--- src/rtl/issue_sb_pkg.sv ---
package issue_sb_pkg;
    parameter int REG_COUNT = 32;
    parameter int CMP_PORTS = 2;
    localparam int IDX_W = $clog2(REG_COUNT);

    typedef logic [IDX_W-1:0]     reg_idx_t;
    typedef logic [REG_COUNT-1:0] reg_mask_t;

    typedef struct packed {
        logic     valid;
        reg_idx_t src_a;
        reg_idx_t src_b;
        reg_idx_t dst;
        logic     has_dst;
    } cand_t;

    typedef struct packed {
        logic     valid;
        reg_idx_t idx;
    } cmp_t;

    // One-hot mask for a register index; register zero never appears.
    function automatic reg_mask_t idx_to_mask(input reg_idx_t idx, input logic en);
        reg_mask_t m;
        m = '0;
        if (en && idx != '0) m[idx] = 1'b1;
        return m;
    endfunction
endpackage

--- src/rtl/sb_release_mask.sv ---
module sb_release_mask
    import issue_sb_pkg::*;
(
    input  cmp_t      cmp [CMP_PORTS],
    output reg_mask_t rel_mask
);
    reg_mask_t per_port [CMP_PORTS];

    for (genvar p = 0; p < CMP_PORTS; p++) begin : g_port
        assign per_port[p] = idx_to_mask(cmp[p].idx, cmp[p].valid);
    end

    always_comb begin
        rel_mask = '0;
        for (int p = 0; p < CMP_PORTS; p++) rel_mask = rel_mask | per_port[p];
    end
endmodule

--- src/rtl/sb_hazard_check.sv ---
module sb_hazard_check
    import issue_sb_pkg::*;
(
    input  cand_t     cand,
    input  reg_mask_t resv,
    input  reg_mask_t rel_mask,
    output logic      permit
);
    reg_mask_t live;
    logic      blk_a, blk_b, blk_d;

    always_comb begin
        live  = resv & ~rel_mask;
        blk_a = live[cand.src_a];
        blk_b = live[cand.src_b];
        blk_d = cand.has_dst & live[cand.dst];
        permit = ~(blk_a | blk_b | blk_d);
    end
endmodule

--- src/rtl/sb_resv_bank.sv ---
module sb_resv_bank
    import issue_sb_pkg::*;
(
    input  logic      clk,
    input  logic      rst,
    input  reg_mask_t set_mask,
    input  reg_mask_t clr_mask,
    output reg_mask_t resv
);
    reg_mask_t resv_q;

    for (genvar r = 0; r < REG_COUNT; r++) begin : g_reg
        always_ff @(posedge clk) begin
            if (rst)              resv_q[r] <= 1'b0;
            else if (set_mask[r]) resv_q[r] <= 1'b1;
            else if (clr_mask[r]) resv_q[r] <= 1'b0;
        end


        set_holds_chk: assert property (@(posedge clk) disable iff (rst)
            set_mask[r] |=> resv_q[r]);

        clr_holds_chk: assert property (@(posedge clk) disable iff (rst)
            (clr_mask[r] && !set_mask[r]) |=> !resv_q[r]);
    end

    assign resv = resv_q;


    zero_free_chk: assert property (@(posedge clk) disable iff (rst) !resv_q[0]);
endmodule

--- src/rtl/issue_scoreboard.sv ---
module issue_scoreboard
    import issue_sb_pkg::*;
(
    input  logic                       clk,
    input  logic                       rst,
    input  logic                       cand_valid,
    input  logic [IDX_W-1:0]           cand_src_a,
    input  logic [IDX_W-1:0]           cand_src_b,
    input  logic [IDX_W-1:0]           cand_dst,
    input  logic                       cand_has_dst,
    input  logic [CMP_PORTS-1:0]       cmp_valid,
    input  logic [CMP_PORTS*IDX_W-1:0] cmp_idx,
    output logic                       issue_ok
);
    cand_t     cand;
    cmp_t      cmp [CMP_PORTS];
    reg_mask_t rel_mask, set_mask, resv;
    logic      fire;

    assign cand = '{valid: cand_valid, src_a: cand_src_a, src_b: cand_src_b,
                    dst: cand_dst, has_dst: cand_has_dst};

    for (genvar p = 0; p < CMP_PORTS; p++) begin : g_cmp
        assign cmp[p].valid = cmp_valid[p];
        assign cmp[p].idx   = cmp_idx[p*IDX_W +: IDX_W];
    end

    sb_release_mask u_rel (.cmp(cmp), .rel_mask(rel_mask));

    sb_hazard_check u_haz (.cand(cand), .resv(resv), .rel_mask(rel_mask),
                           .permit(issue_ok));

    assign fire     = cand.valid & issue_ok;
    assign set_mask = idx_to_mask(cand.dst, fire & cand.has_dst);

    sb_resv_bank u_bank (.clk(clk), .rst(rst), .set_mask(set_mask),
                         .clr_mask(rel_mask), .resv(resv));


    blocked_no_set_chk: assert property (@(posedge clk) disable iff (rst)
        !fire |-> set_mask == '0);

    nodst_no_set_chk: assert property (@(posedge clk) disable iff (rst)
        !cand.has_dst |-> set_mask == '0);

    src_block_chk: assert property (@(posedge clk) disable iff (rst)
        (resv[cand.src_a] && !rel_mask[cand.src_a]) |-> !issue_ok);
endmodule

--- config.mk ---
export PLATFORM = sky130hd
export DESIGN_NAME = issue_scoreboard
export DESIGN_NICKNAME = d
export VERILOG_FILES = /design/src/rtl/issue_sb_pkg.sv /design/src/rtl/sb_release_mask.sv /design/src/rtl/sb_hazard_check.sv /design/src/rtl/sb_resv_bank.sv /design/src/rtl/issue_scoreboard.sv
export SDC_FILE = /design/constraint.sdc
export NUM_CORES = 1
export LEC_CHECK = 0
export ABC_AREA = 1
export BUFFER_PORTS_ARGS = -buffer_cell sky130_fd_sc_hd__buf_2
export CAP_MARGIN = 20
export CORE_MARGIN = 5
export CORE_UTILIZATION = 65
export DETAILED_ROUTE_END_ITERATION = 7
export MAX_ROUTING_LAYER = met4
export PLACE_DENSITY = 0.95
export SLEW_MARGIN = 20
export SYNTH_ARGS = -nofsm -noshare
export SYNTH_HDL_FRONTEND = slang
export SYNTH_SLANG_ARGS = --single-unit
export TNS_END_PERCENT = 5
--- constraint.sdc ---
create_clock -name clk -period 3.65 [get_ports clk]
set_input_delay 0 -clock clk [delete_from_list [all_inputs] [get_ports clk]]
set_output_delay 0 -clock clk [all_outputs]
set_load 0.01 [all_outputs]
==> results.sh, run 1 <==
export IMPL_synth_seq_cells=32
export IMPL_finalHoldViolCount=0
export IMPL_via_per_inst=6.40
export IMPL_place_ws_ns=1.14
export IMPL_synth_main_ff_cell="dfxtp_1"
export IMPL_synth_area_leaders="nand2_1 (23%), dfxtp_1 (21%), nand3_1 (13%)"
export IMPL_grt_use_total_pct=36.7
export IMPL_synth_xor_area_share_pct=0
export IMPL_worstHoldPathType="input pin to flip-flop"
export IMPL_numCtsBuffers=5
export IMPL_critPathSlowestCell="clkinv_1"
export IMPL_drive_gt1_share_pct=13.8
export IMPL_antenna_left=0
export IMPL_clock_latency_ns=0.28
export IMPL_drc=0
export IMPL_finalCritPeriodShare_pct=71.8
export IMPL_synth_top_family_by_area="simple AND/OR/NAND/NOR gates"
export IMPL_clockBufferDepth=2
export IMPL_setup_viol=0
export IMPL_slew_headroom_pct=38.6
export IMPL_core_area_um2=4440
export IMPL_worstPathMaxFanout=31
export IMPL_cp_cell_sequence="nand3_1 > nand2_1 > nand3_1 > nand3_1 > nand3_1 > nand2_1 > nand2_1 > nand2_1 > clkinv_1 > nand4_1 > a21oi_1"
export IMPL_syn_avg_cell_area_um2=5.61
export IMPL_yosysMostFrequentCell="nand2_1"
export IMPL_die_area_um2=6150
export IMPL_drt_first_pass_iters=6
export IMPL_critPathBufInv=1
export IMPL_synthArstFlopShare_pct=0
export IMPL_synthesis_nets=573
export IMPL_start_util_pct=68.4
export IMPL_dieHeight_um=78.4
export IMPL_worst_pin_slew_ns=0.920
export IMPL_power_density_nw_per_um2=270
export IMPL_grt_max_degree=33
export IMPL_synth_commonest_cells="nand2_1 (187), nand3_1 (79), nor2_1 (61), inv_1 (43), a21oi_1 (34)"
export IMPL_cts_sink_count=32
export IMPL_synth_area_leader_cell="nand2_1"
export IMPL_numPortBuffers=31
export IMPL_setup_slack_ns=1.03
export IMPL_cts_root_buf="clkbuf_8"
export IMPL_syn_inst=542
export IMPL_end_kind="flip-flop"
export IMPL_netlist_area_leader_share_pct=23.1
export IMPL_synth_fa_ha_area_share_pct=0
export IMPL_synth_compound_area_share_pct=7.57
export IMPL_drt_iter0_drc=691
export IMPL_min_period_ns=2.62
export IMPL_clk_pin_slew_ns=0.07
export IMPL_rsz0062_at_grt="false"
export IMPL_row_count=24
export IMPL_ys_warn_count=0
export IMPL_r2r_start="u_bank.resv[16]"
export IMPL_largest_register_ff_count=32
export IMPL_io_pins=32
export IMPL_cp_data_arrival_time_ns=2.76
export IMPL_vias=3917
export IMPL_nets=590
export IMPL_die_w_um=78.4
export IMPL_ys_seq_area_share_pct=21.1
export IMPL_finClkSkew_ns=0.00559
export IMPL_post_cts_resized=0
export IMPL_yosys_area_share_simple_pct=61.3
export IMPL_fmax_mhz=381
export IMPL_required_ns=3.79
export IMPL_postCtsHoldBufs=0
export IMPL_critPathLaunch="u_bank.resv[16]"
export IMPL_tns_ns=0
export IMPL_cts_tree="built"
export IMPL_grt_pass1_wl_um=17100
export IMPL_routed_wl_um=10900
export IMPL_maxCapViolations=0
export IMPL_min_from="rst"
export IMPL_dp_hpwl_um=7800
export IMPL_synthMuxAreaShare_pct=0
export IMPL_antennaDiodeCount=0
export IMPL_synth_edf_count=0
export IMPL_first_global_vias=3374
export IMPL_peakVddDrop_uv=228
export IMPL_crit_family="simple AND/OR/NAND/NOR gates"
export IMPL_antenna_found_initial=0
export IMPL_critical_path_class="flip-flop to flip-flop"
export IMPL_htree_levels=2
export IMPL_startpoint_type="flip-flop"
export IMPL_post_cts_buffers=0
export IMPL_wl_per_cell_um=17.9
export IMPL_place_gp_congestion=1.04
export IMPL_power_uw=872
export IMPL_synth_area_um2=3040
export IMPL_finish_utilization_pct=72.7
export IMPL_ys_types=28
export IMPL_leakagePower_nw=1.47
export IMPL_crit_path_max_incr_delay_ns=0.69
export IMPL_grt_overflow=0
export IMPL_drv_slew=0
export IMPL_syn2layout_area_growth_pct=6.17
export IMPL_status="finished, final reports clean"
## report_power, final
| group | total (mW) | switching (mW) | internal, mW |
|---|---|---|---|
| registers | 0.351 | 0.000770 | 0.350 |
| logic | 0.228 | 0.166 | 0.0622 |
| clock network | 0.292 | 0.139 | 0.153 |
| total | 0.872 | 0.306 | 0.566 |
## worst reg2reg max path, stage by stage (launching register included)
cell and delay (ns):
dfxtp_1 0.34, nand3_1 0.31, nand2_1 0.15, nand3_1 0.08, nand3_1 0.07, nand3_1 0.07
nand2_1 0.06, nand2_1 0.07, nand2_1 0.09, clkinv_1 0.69, nand4_1 0.41, a21oi_1 0.13
## layout make-up
| class | count | area [um2] |
|---|---|---|
| clock buffer | 7 | 86.3 |
| tap | 52 | 65.1 |
| multi-input combinational | 441 | 2090 |
| inverter | 48 | 180 |
| clock inverter | 1 | 7.51 |
| timing repair buffer | 31 | 155 |
| sequential | 32 | 641 |
| fill | 406 | 1210 |
## per-stage QoR
step / area (um2) / hold WS [ns] / instances
after floorplan: 3040 / 0.0691 / 542
after global placement: 3140 / 0.414 / 604
after detailed placement: 3140 / 0.412 / 604
after CTS: 3230 / 0.195 / 612
after global routing: 3230 / 0.232 / 612
final: 3230 / 0.209 / 612
## kinds of logic (layout without fill, tap and decap cells)
family | Yosys count | in the layout
AOI/OAI and AO/OA | 42 | 42
buffers and inverters | 69 | 87
DFF | 32 | 32
and+or+nand+nor | 399 | 399
## routing by layer
metal	wire, um	share of wire [%]	global-route usage, %	vias to the layer above
li1	-	-	-	1811
met1	4280	39	48.9	1708
met2	4220	39	48.8	321
met3	1600	15	7.67	77
met4	839	7.7	25.7	0
met5	0	0	-	-
## layout by cell type (no fill, tap or decap)
cell,instances
clkbuf_8,6
clkbuf_1,1
and2_1,1
inv_1,43
clkinv_1,1
nor2_4,2
inv_2,4
a21oi_2,2
o21ai_0,1
nand2_2,5
nand3_2,17
a21boi_0,3
nand3_1,79
o211ai_1,1
buf_2,31
nand2_1,187
a21oi_1,34
nor3_1,5
o21a_1,1
nand4_1,33
clkinvlp_4,1
nor3_2,1
nand4_2,1
nor2_1,61
nor3_4,1
dfxtp_1,32
nor2_2,6
## path summary, 6_finish.rpt
check	end	slack, ns	cells past startpoint
worst min register to register	u_bank.resv[0]	0.54	2
worst min-delay path	u_bank.resv[0]	0.21	2
worst max-delay path	u_bank.resv[10]	1.03	11
worst max register to register	u_bank.resv[10]	1.03	11
(Power assumes the default switching activity.)
==> run 2: changes to the inputs <==
--- a/config.mk
+++ b/config.mk
@@ -9,10 +9,10 @@
 export BUFFER_PORTS_ARGS = -buffer_cell sky130_fd_sc_hd__buf_2
 export CAP_MARGIN = 20
 export CORE_MARGIN = 5
-export CORE_UTILIZATION = 65
+export CORE_UTILIZATION = 60
 export DETAILED_ROUTE_END_ITERATION = 7
 export MAX_ROUTING_LAYER = met4
-export PLACE_DENSITY = 0.95
+export PLACE_DENSITY = 0.92
 export SLEW_MARGIN = 20
 export SYNTH_ARGS = -nofsm -noshare
 export SYNTH_HDL_FRONTEND = slang
==> constraint.sdc (replaced) <==
create_clock -name clk -period 2.7 [get_ports clk]
set_input_delay 0 -clock clk [delete_from_list [all_inputs] [get_ports clk]]
set_output_delay 0 -clock clk [all_outputs]
set_load 0.01 [all_outputs]
==> run 2 against run 1 <==
  * Wire length down 1.9%
  * Core utilization decreased by 7.6 points
  * Critical path type unchanged
  * Clock skew is 0.0052 ns higher
  * Highest routed layer unchanged
  * Via count increased by 0.92%
  * The flow now finishes with violations (design-rule violations)
  * Count of clock-buffer cells in the layout shrank 1
  * Clock power up 34%
  * Register-to-register slack got worse by 0.79 ns
  * Sequential power grew 35%
  * Setup slack got worse by 0.79 ns
==> results.sh, run 2 (synthesis gave the netlist of run 1 again) <==
export IMPL_status="finished, violations left"
export IMPL_violations="design-rule violations"
export IMPL_fin_hold_ws_ns=0.190
export IMPL_drv_slew=0
export IMPL_grt_max_degree=33
export IMPL_end_kind="flip-flop"
export IMPL_finalHoldViolCount=0
export IMPL_syn2layout_area_growth_pct=7.12
export IMPL_finish_utilization_pct=65.0
export IMPL_required_ns=2.84
export IMPL_fillCellCount=473
export IMPL_finClkSkew_ns=0.0108
export IMPL_p_sw_share_pct=35.0
export IMPL_io_pins=32
export IMPL_cts_tree="built"
export IMPL_clk_pin_slew_ns=0.07
export IMPL_drive_gt1_share_pct=14.1
export IMPL_slew_headroom_pct=40.1
export IMPL_worstHoldPathType="input pin to flip-flop"
export IMPL_tns_ns=0
export IMPL_clockBufferDepth=2
export IMPL_power_internal_uw=764
export IMPL_grt_use_total_pct=34.7
export IMPL_critical_path_class="flip-flop to flip-flop"
export IMPL_min_period_ns=2.47
export IMPL_drc=1
export IMPL_clock_latency_ns=0.29
export IMPL_numPortBuffers=31
export IMPL_first_global_vias=3441
export IMPL_drt_first_pass_iters=8
export IMPL_antenna_found_initial=0
export IMPL_row_count=26
export IMPL_start_util_pct=60.7
export IMPL_die_w_um=81.2
export IMPL_antennaDiodeCount=0
export IMPL_final_cells=631
export IMPL_post_cts_resized=0
export IMPL_power_frac_comb_pct=26.4
export IMPL_layout_commonest_cell="nand2_1"
export IMPL_power_density_nw_per_um2=361
export IMPL_worstPathMaxFanout=31
export IMPL_startpoint_type="flip-flop"
export IMPL_drt_iter0_drc=858
export IMPL_wl_per_cell_um=17.0
export IMPL_placed_area_um2=3170
export IMPL_place_ws_ns=0.237
export IMPL_cts_root_buf="clkbuf_8"
export IMPL_dpl_cell_count=623
export IMPL_antenna_left=0
export IMPL_power_mw=1.18
export IMPL_vias=3953
export IMPL_grt_overflow=0
export IMPL_numCtsBuffers=5
export IMPL_cts_sink_count=32
export IMPL_dieHeight_um=81.2
export IMPL_die_area_um2=6590
export IMPL_postCtsHoldBufs=0
export IMPL_peakVddDrop_uv=262
export IMPL_nets=591
export IMPL_setup_viol=0
export IMPL_leakagePower_nw=1.48
export IMPL_via_per_inst=6.26
export IMPL_finalCritPeriodShare_pct=91.3
export IMPL_cp_data_arrival_time_ns=2.61
export IMPL_routed_wl_um=10700
export IMPL_htree_levels=2
export IMPL_clockPowerShare_pct=33.2
export IMPL_largest_register_ff_count=32
export IMPL_p_sw_uw=412
export IMPL_worst_pin_slew_ns=0.897
export IMPL_fmax_mhz=406
export IMPL_rsz0062_at_grt="false"
export IMPL_maxCapViolations=0
export IMPL_place_gp_congestion=1.07
export IMPL_power_frac_seq_pct=40.4
export IMPL_dp_hpwl_um=7560
export IMPL_grt_pass1_wl_um=17000
export IMPL_mostFrequentLayoutCells="nand2_1 (187), nand3_1 (79), nor2_1 (61), inv_1 (43), a21oi_1 (34)"
export IMPL_post_cts_buffers=0
export IMPL_setup_slack_ns=0.234
export IMPL_stdcell_area_um2=3260
export IMPL_core_area_um2=5010
[run 2: worst paths after layout]
check	start	end	slack, ns	cells past startpoint
hold / removal	rst	u_bank.resv[0]	0.19	2
setup reg to reg	u_bank.resv[16]	u_bank.resv[4]	0.23	11
setup / recovery	u_bank.resv[16]	u_bank.resv[4]	0.23	11
hold reg to reg	u_bank.resv[0]	u_bank.resv[0]	0.54	2
[run 2: routing by layer]
| layer | share of wire [%] | wire [um] | GRT usage [%] |
|---|---|---|---|
| met3 | 15 | 1560 | 6.43 |
| met1 | 38 | 4060 | 44.6 |
| met4 | 7.8 | 837 | 24.2 |
| met2 | 40 | 4270 | 48.8 |
| met5 | 0 | 0 | - |
[run 2: power by group through the flow]
stage               Sequential (mW)  Clock [mW]  Combinational [mW]
global placement              0.485           0               0.291
finish                        0.474       0.391               0.311
detailed placement            0.485           0               0.298
CTS                           0.474       0.388               0.299
global route                  0.474       0.413               0.342
floorplan                     0.485           0               0.233
[run 2: area by class of cell]
type / count / area [um2] / area share (%)
multi-input cells: 441 / 2090 / 64.3
clock buffers: 6 / 82.6 / 2.53
repair buffers: 32 / 163 / 4.99
flip-flops and latches: 32 / 641 / 19.7
clock inverters: 2 / 10.0 / 0.307
well taps: 70 / 87.6 / 2.69
inverters: 48 / 180 / 5.53
[run 2: worst max-delay path, cell delays in order (launching register included)]
cell and delay [ns]:
dfxtp_1 0.34, nand3_1 0.23, nand2_1 0.13, nand3_1 0.09
nand3_1 0.09, nand3_1 0.07, nand2_1 0.07, nand2_1 0.04
nand2_1 0.08, clkinv_1 0.66, nand4_1 0.38, a21oi_1 0.13
==> run 3: changes to the inputs <==
--- a/config.mk
+++ b/config.mk
@@ -5,16 +5,14 @@
 export SDC_FILE = /design/constraint.sdc
 export NUM_CORES = 1
 export LEC_CHECK = 0
-export ABC_AREA = 1
 export BUFFER_PORTS_ARGS = -buffer_cell sky130_fd_sc_hd__buf_2
 export CAP_MARGIN = 20
 export CORE_MARGIN = 5
-export CORE_UTILIZATION = 60
+export CORE_UTILIZATION = 59
 export DETAILED_ROUTE_END_ITERATION = 7
 export MAX_ROUTING_LAYER = met4
-export PLACE_DENSITY = 0.92
+export PLACE_DENSITY = 0.81
 export SLEW_MARGIN = 20
 export SYNTH_ARGS = -nofsm -noshare
 export SYNTH_HDL_FRONTEND = slang
 export SYNTH_SLANG_ARGS = --single-unit
-export TNS_END_PERCENT = 5
==> run 3 against run 2 <==
  * Setup slack worse by 0.019 ns
  * Largest cell class unchanged
  * The flow now finishes without violations
  * Fmax down 0.75%
  * Cell count down 30%
  * Wire length is 5.7% higher
  * Hold slack got worse by 0.053 ns
  * Non-clock buffer count rose by 38
  * Sequential cell count is the same
  * Clock skew about the same
  * Largest power group unchanged
==> results.sh, run 3 <==
export IMPL_reg2reg_slack_ns=0.28
export IMPL_nets=420
export IMPL_drive_gt1_share_pct=24.4
export IMPL_numPortBuffers=31
export IMPL_cp_data_arrival_time_ns=2.48
export IMPL_drc=0
export IMPL_min_period_ns=2.48
export IMPL_syn_inst=333
export IMPL_drt_iter0_drc=656
export IMPL_worstHoldEndpoint="u_bank.resv[12]"
export IMPL_synthesis_nets=364
export IMPL_first_global_vias=3062
export IMPL_tns_ns=0
export IMPL_antenna_found_initial=0
export IMPL_rsz0062_at_grt="false"
export IMPL_postCtsHoldBufs=0
export IMPL_clock_latency_ns=0.30
export IMPL_grt_overflow=0
export IMPL_r2r_cells=8
export IMPL_cp_cell_sequence="buf_2 > or4b_1 > o221ai_2 > nor2_1 > o32ai_1 > o22ai_1 > a31oi_2 > buf_12 > nand2_1 > a21oi_1 > buf_2"
export IMPL_fillCellCount=354
export IMPL_antenna_left=0
export IMPL_dieHeight_um=76.4
export IMPL_numCtsBuffers=5
export IMPL_largest_register_ff_count=32
export IMPL_routed_wl_um=11300
export IMPL_status="finished, final reports clean"
export IMPL_startpoint_type="input pin"
export IMPL_grt_use_total_pct=38.7
export IMPL_grt_max_degree=36
export IMPL_cts_sink_count=32
export IMPL_leakagePower_nw=1.06
export IMPL_syn2layout_area_growth_pct=20.8
export IMPL_slew_headroom_pct=55.6
export IMPL_worstPathMaxFanout=8
export IMPL_worst_pin_slew_ns=0.664
export IMPL_synth_edf_count=0
export IMPL_synth_seq_cells=32
export IMPL_antennaDiodeCount=0
export IMPL_ys_types=49
export IMPL_cts_tree="built"
export IMPL_maxCapViolations=0
export IMPL_netlist_area_leader_share_pct=24.6
export IMPL_crit_path_max_incr_delay_ns=0.62
export IMPL_timing_rr_end="u_bank.resv[8]"
export IMPL_start_util_pct=60.2
export IMPL_ys_warn_count=0
export IMPL_finalHoldViolCount=0
export IMPL_setup_viol=0
export IMPL_r2r_start="u_bank.resv[19]"
export IMPL_min_from="cand_src_a[4]"
export IMPL_synth_area_leaders="dfxtp_1 (25%), o221ai_1 (8.1%), o22ai_1 (6.5%)"
export IMPL_wl_per_cell_um=25.7
export IMPL_fin_hold_ws_ns=0.137
export IMPL_clk_pin_slew_ns=0.08
export IMPL_crit_family="compound AO/OA/AOI/OAI gates"
export IMPL_finalCritPeriodShare_pct=92.0
export IMPL_power_density_nw_per_um2=358
export IMPL_synth_commonest_cells="nor2_1 (33), dfxtp_1 (32), o22ai_1 (27), o221ai_1 (24), nand2_1 (23)"
export IMPL_die_w_um=76.4
export IMPL_vias=3456
export IMPL_grt_pass1_wl_um=17200
export IMPL_place_gp_congestion=1.11
export IMPL_worstHoldPathType="input pin to flip-flop"
export IMPL_layout_commonest_cell="buf_4"
export IMPL_synth_area_um2=2600
export IMPL_via_per_inst=7.82
export IMPL_critical_path_class="input pin to primary output"
export IMPL_required_ns=2.70
export IMPL_synth_main_ff_cell="dfxtp_1"
export IMPL_dp_hpwl_um=8450
export IMPL_row_count=24
export IMPL_peakVddDrop_uv=365
export IMPL_synth_area_leader_cell="dfxtp_1"
export IMPL_io_pins=32
export IMPL_path_common_cell="buf_2"
export IMPL_min_path_cells=4
export IMPL_cts_root_buf="clkbuf_8"
export IMPL_critPathBufInv=3
export IMPL_drt_first_pass_iters=8
export IMPL_power_mw=1.12
export IMPL_ys_seq_area_share_pct=24.6
export IMPL_fmax_mhz=402
export IMPL_htree_levels=2
export IMPL_critPathSlowestCell="or4b_1"
export IMPL_finish_utilization_pct=72.7
export IMPL_yosysMostFrequentCell="nor2_1"
export IMPL_synthArstFlopShare_pct=0
export IMPL_end_kind="primary output"
export IMPL_die_area_um2=5840
export IMPL_finClkSkew_ns=0.0106
export IMPL_drv_slew=0
export IMPL_core_area_um2=4320
export IMPL_clockBufferDepth=2
export IMPL_syn_avg_cell_area_um2=7.82
export IMPL_mostFrequentLayoutCells="buf_4 (38), nor2_1 (33), dfxtp_1 (32), buf_2 (31), o22ai_1 (27)"
[run 3: changes by cell type in the layout (fill, tap and decap cells not counted), moves of 23 or more]
cell,before,now
nand4_1,33,9
nand2_1,187,23
nand3_1,79,16
nor2_1,61,33
o221ai_1,0,23
a21oi_1,34,7
inv_1,43,7
o22ai_1,0,27
buf_4,1,38
[run 3: repair_timing]
item / CTS / global route
resized for setup: 0 / 1
setup endpoints to repair: 0 / 1
setup buffers: 0 / 1
[run 3: kinds of logic after synthesis]
family	Yosys count	synth area share, %
AOI/OAI and AO/OA	114	33.7
buffers and inverters	28	4.04
DFF	32	24.6
muxes	8	4.04
and+or+nand+nor	151	33.6
[run 3: worst register-to-register path, cell delays in order (launching register included)]
cell and delay [ns]:
dfxtp_1 0.33, o221ai_1 0.31, mux4_2 0.57, and2_1 0.18
o32ai_2 0.31, nand2_2 0.23, buf_4 0.21, nand4_1 0.06
o21ai_0 0.08
[run 3: metrics by stage]
step	worst slack, ns	cell area (um2)	std cells
2_1_floorplan	0.610	2600	333
3_3_place_gp	0.0993	3040	433
3_5_place_dp	0.0802	3040	433
4_1_cts	0.103	3130	441
5_1_grt	0.140	3140	442
6_report	0.215	3140	442
[run 3: area by class of cell]
type / instances / area (um2) / share of cell area (%)
clock buffers: 5 / 68.8 / 2.19
clock inverters: 3 / 18.8 / 0.597
inverters: 7 / 26.3 / 0.836
multi-input cells: 273 / 1860 / 59.3
flip-flops and latches: 32 / 641 / 20.4
well taps: 52 / 65.1 / 2.07
repair buffers: 70 / 460 / 14.6
[run 3: worst max path at each step]
stage	endpoint	slack, ns	depth (start not counted)	startpoint
after floorplan	u_bank.resv[16]	0.61	9	cmp_idx[6]
after global placement	u_bank.resv[5]	0.1	9	cmp_idx[7]
after detailed placement	u_bank.resv[7]	0.08	9	cmp_idx[7]
after CTS	issue_ok	0.10	10	cmp_idx[7]
after global routing	issue_ok	0.14	11	cmp_idx[9]
final	issue_ok	0.22	11	cmp_idx[9]
[run 3: power breakdown]
part	internal (mW)	total (mW)	switching [mW]
clock network	0.180	0.378	0.198
registers	0.473	0.475	0.00102
logic	0.0955	0.273	0.177
[run 3: layer usage]
metal	GRT usage (%)	vias up	part of all wire, %
li1	-	1474	-
met1	52.3	1558	36
met2	49.8	320	40
met3	11.0	104	16
met4	24.0	0	8.1
met5	-	-	0
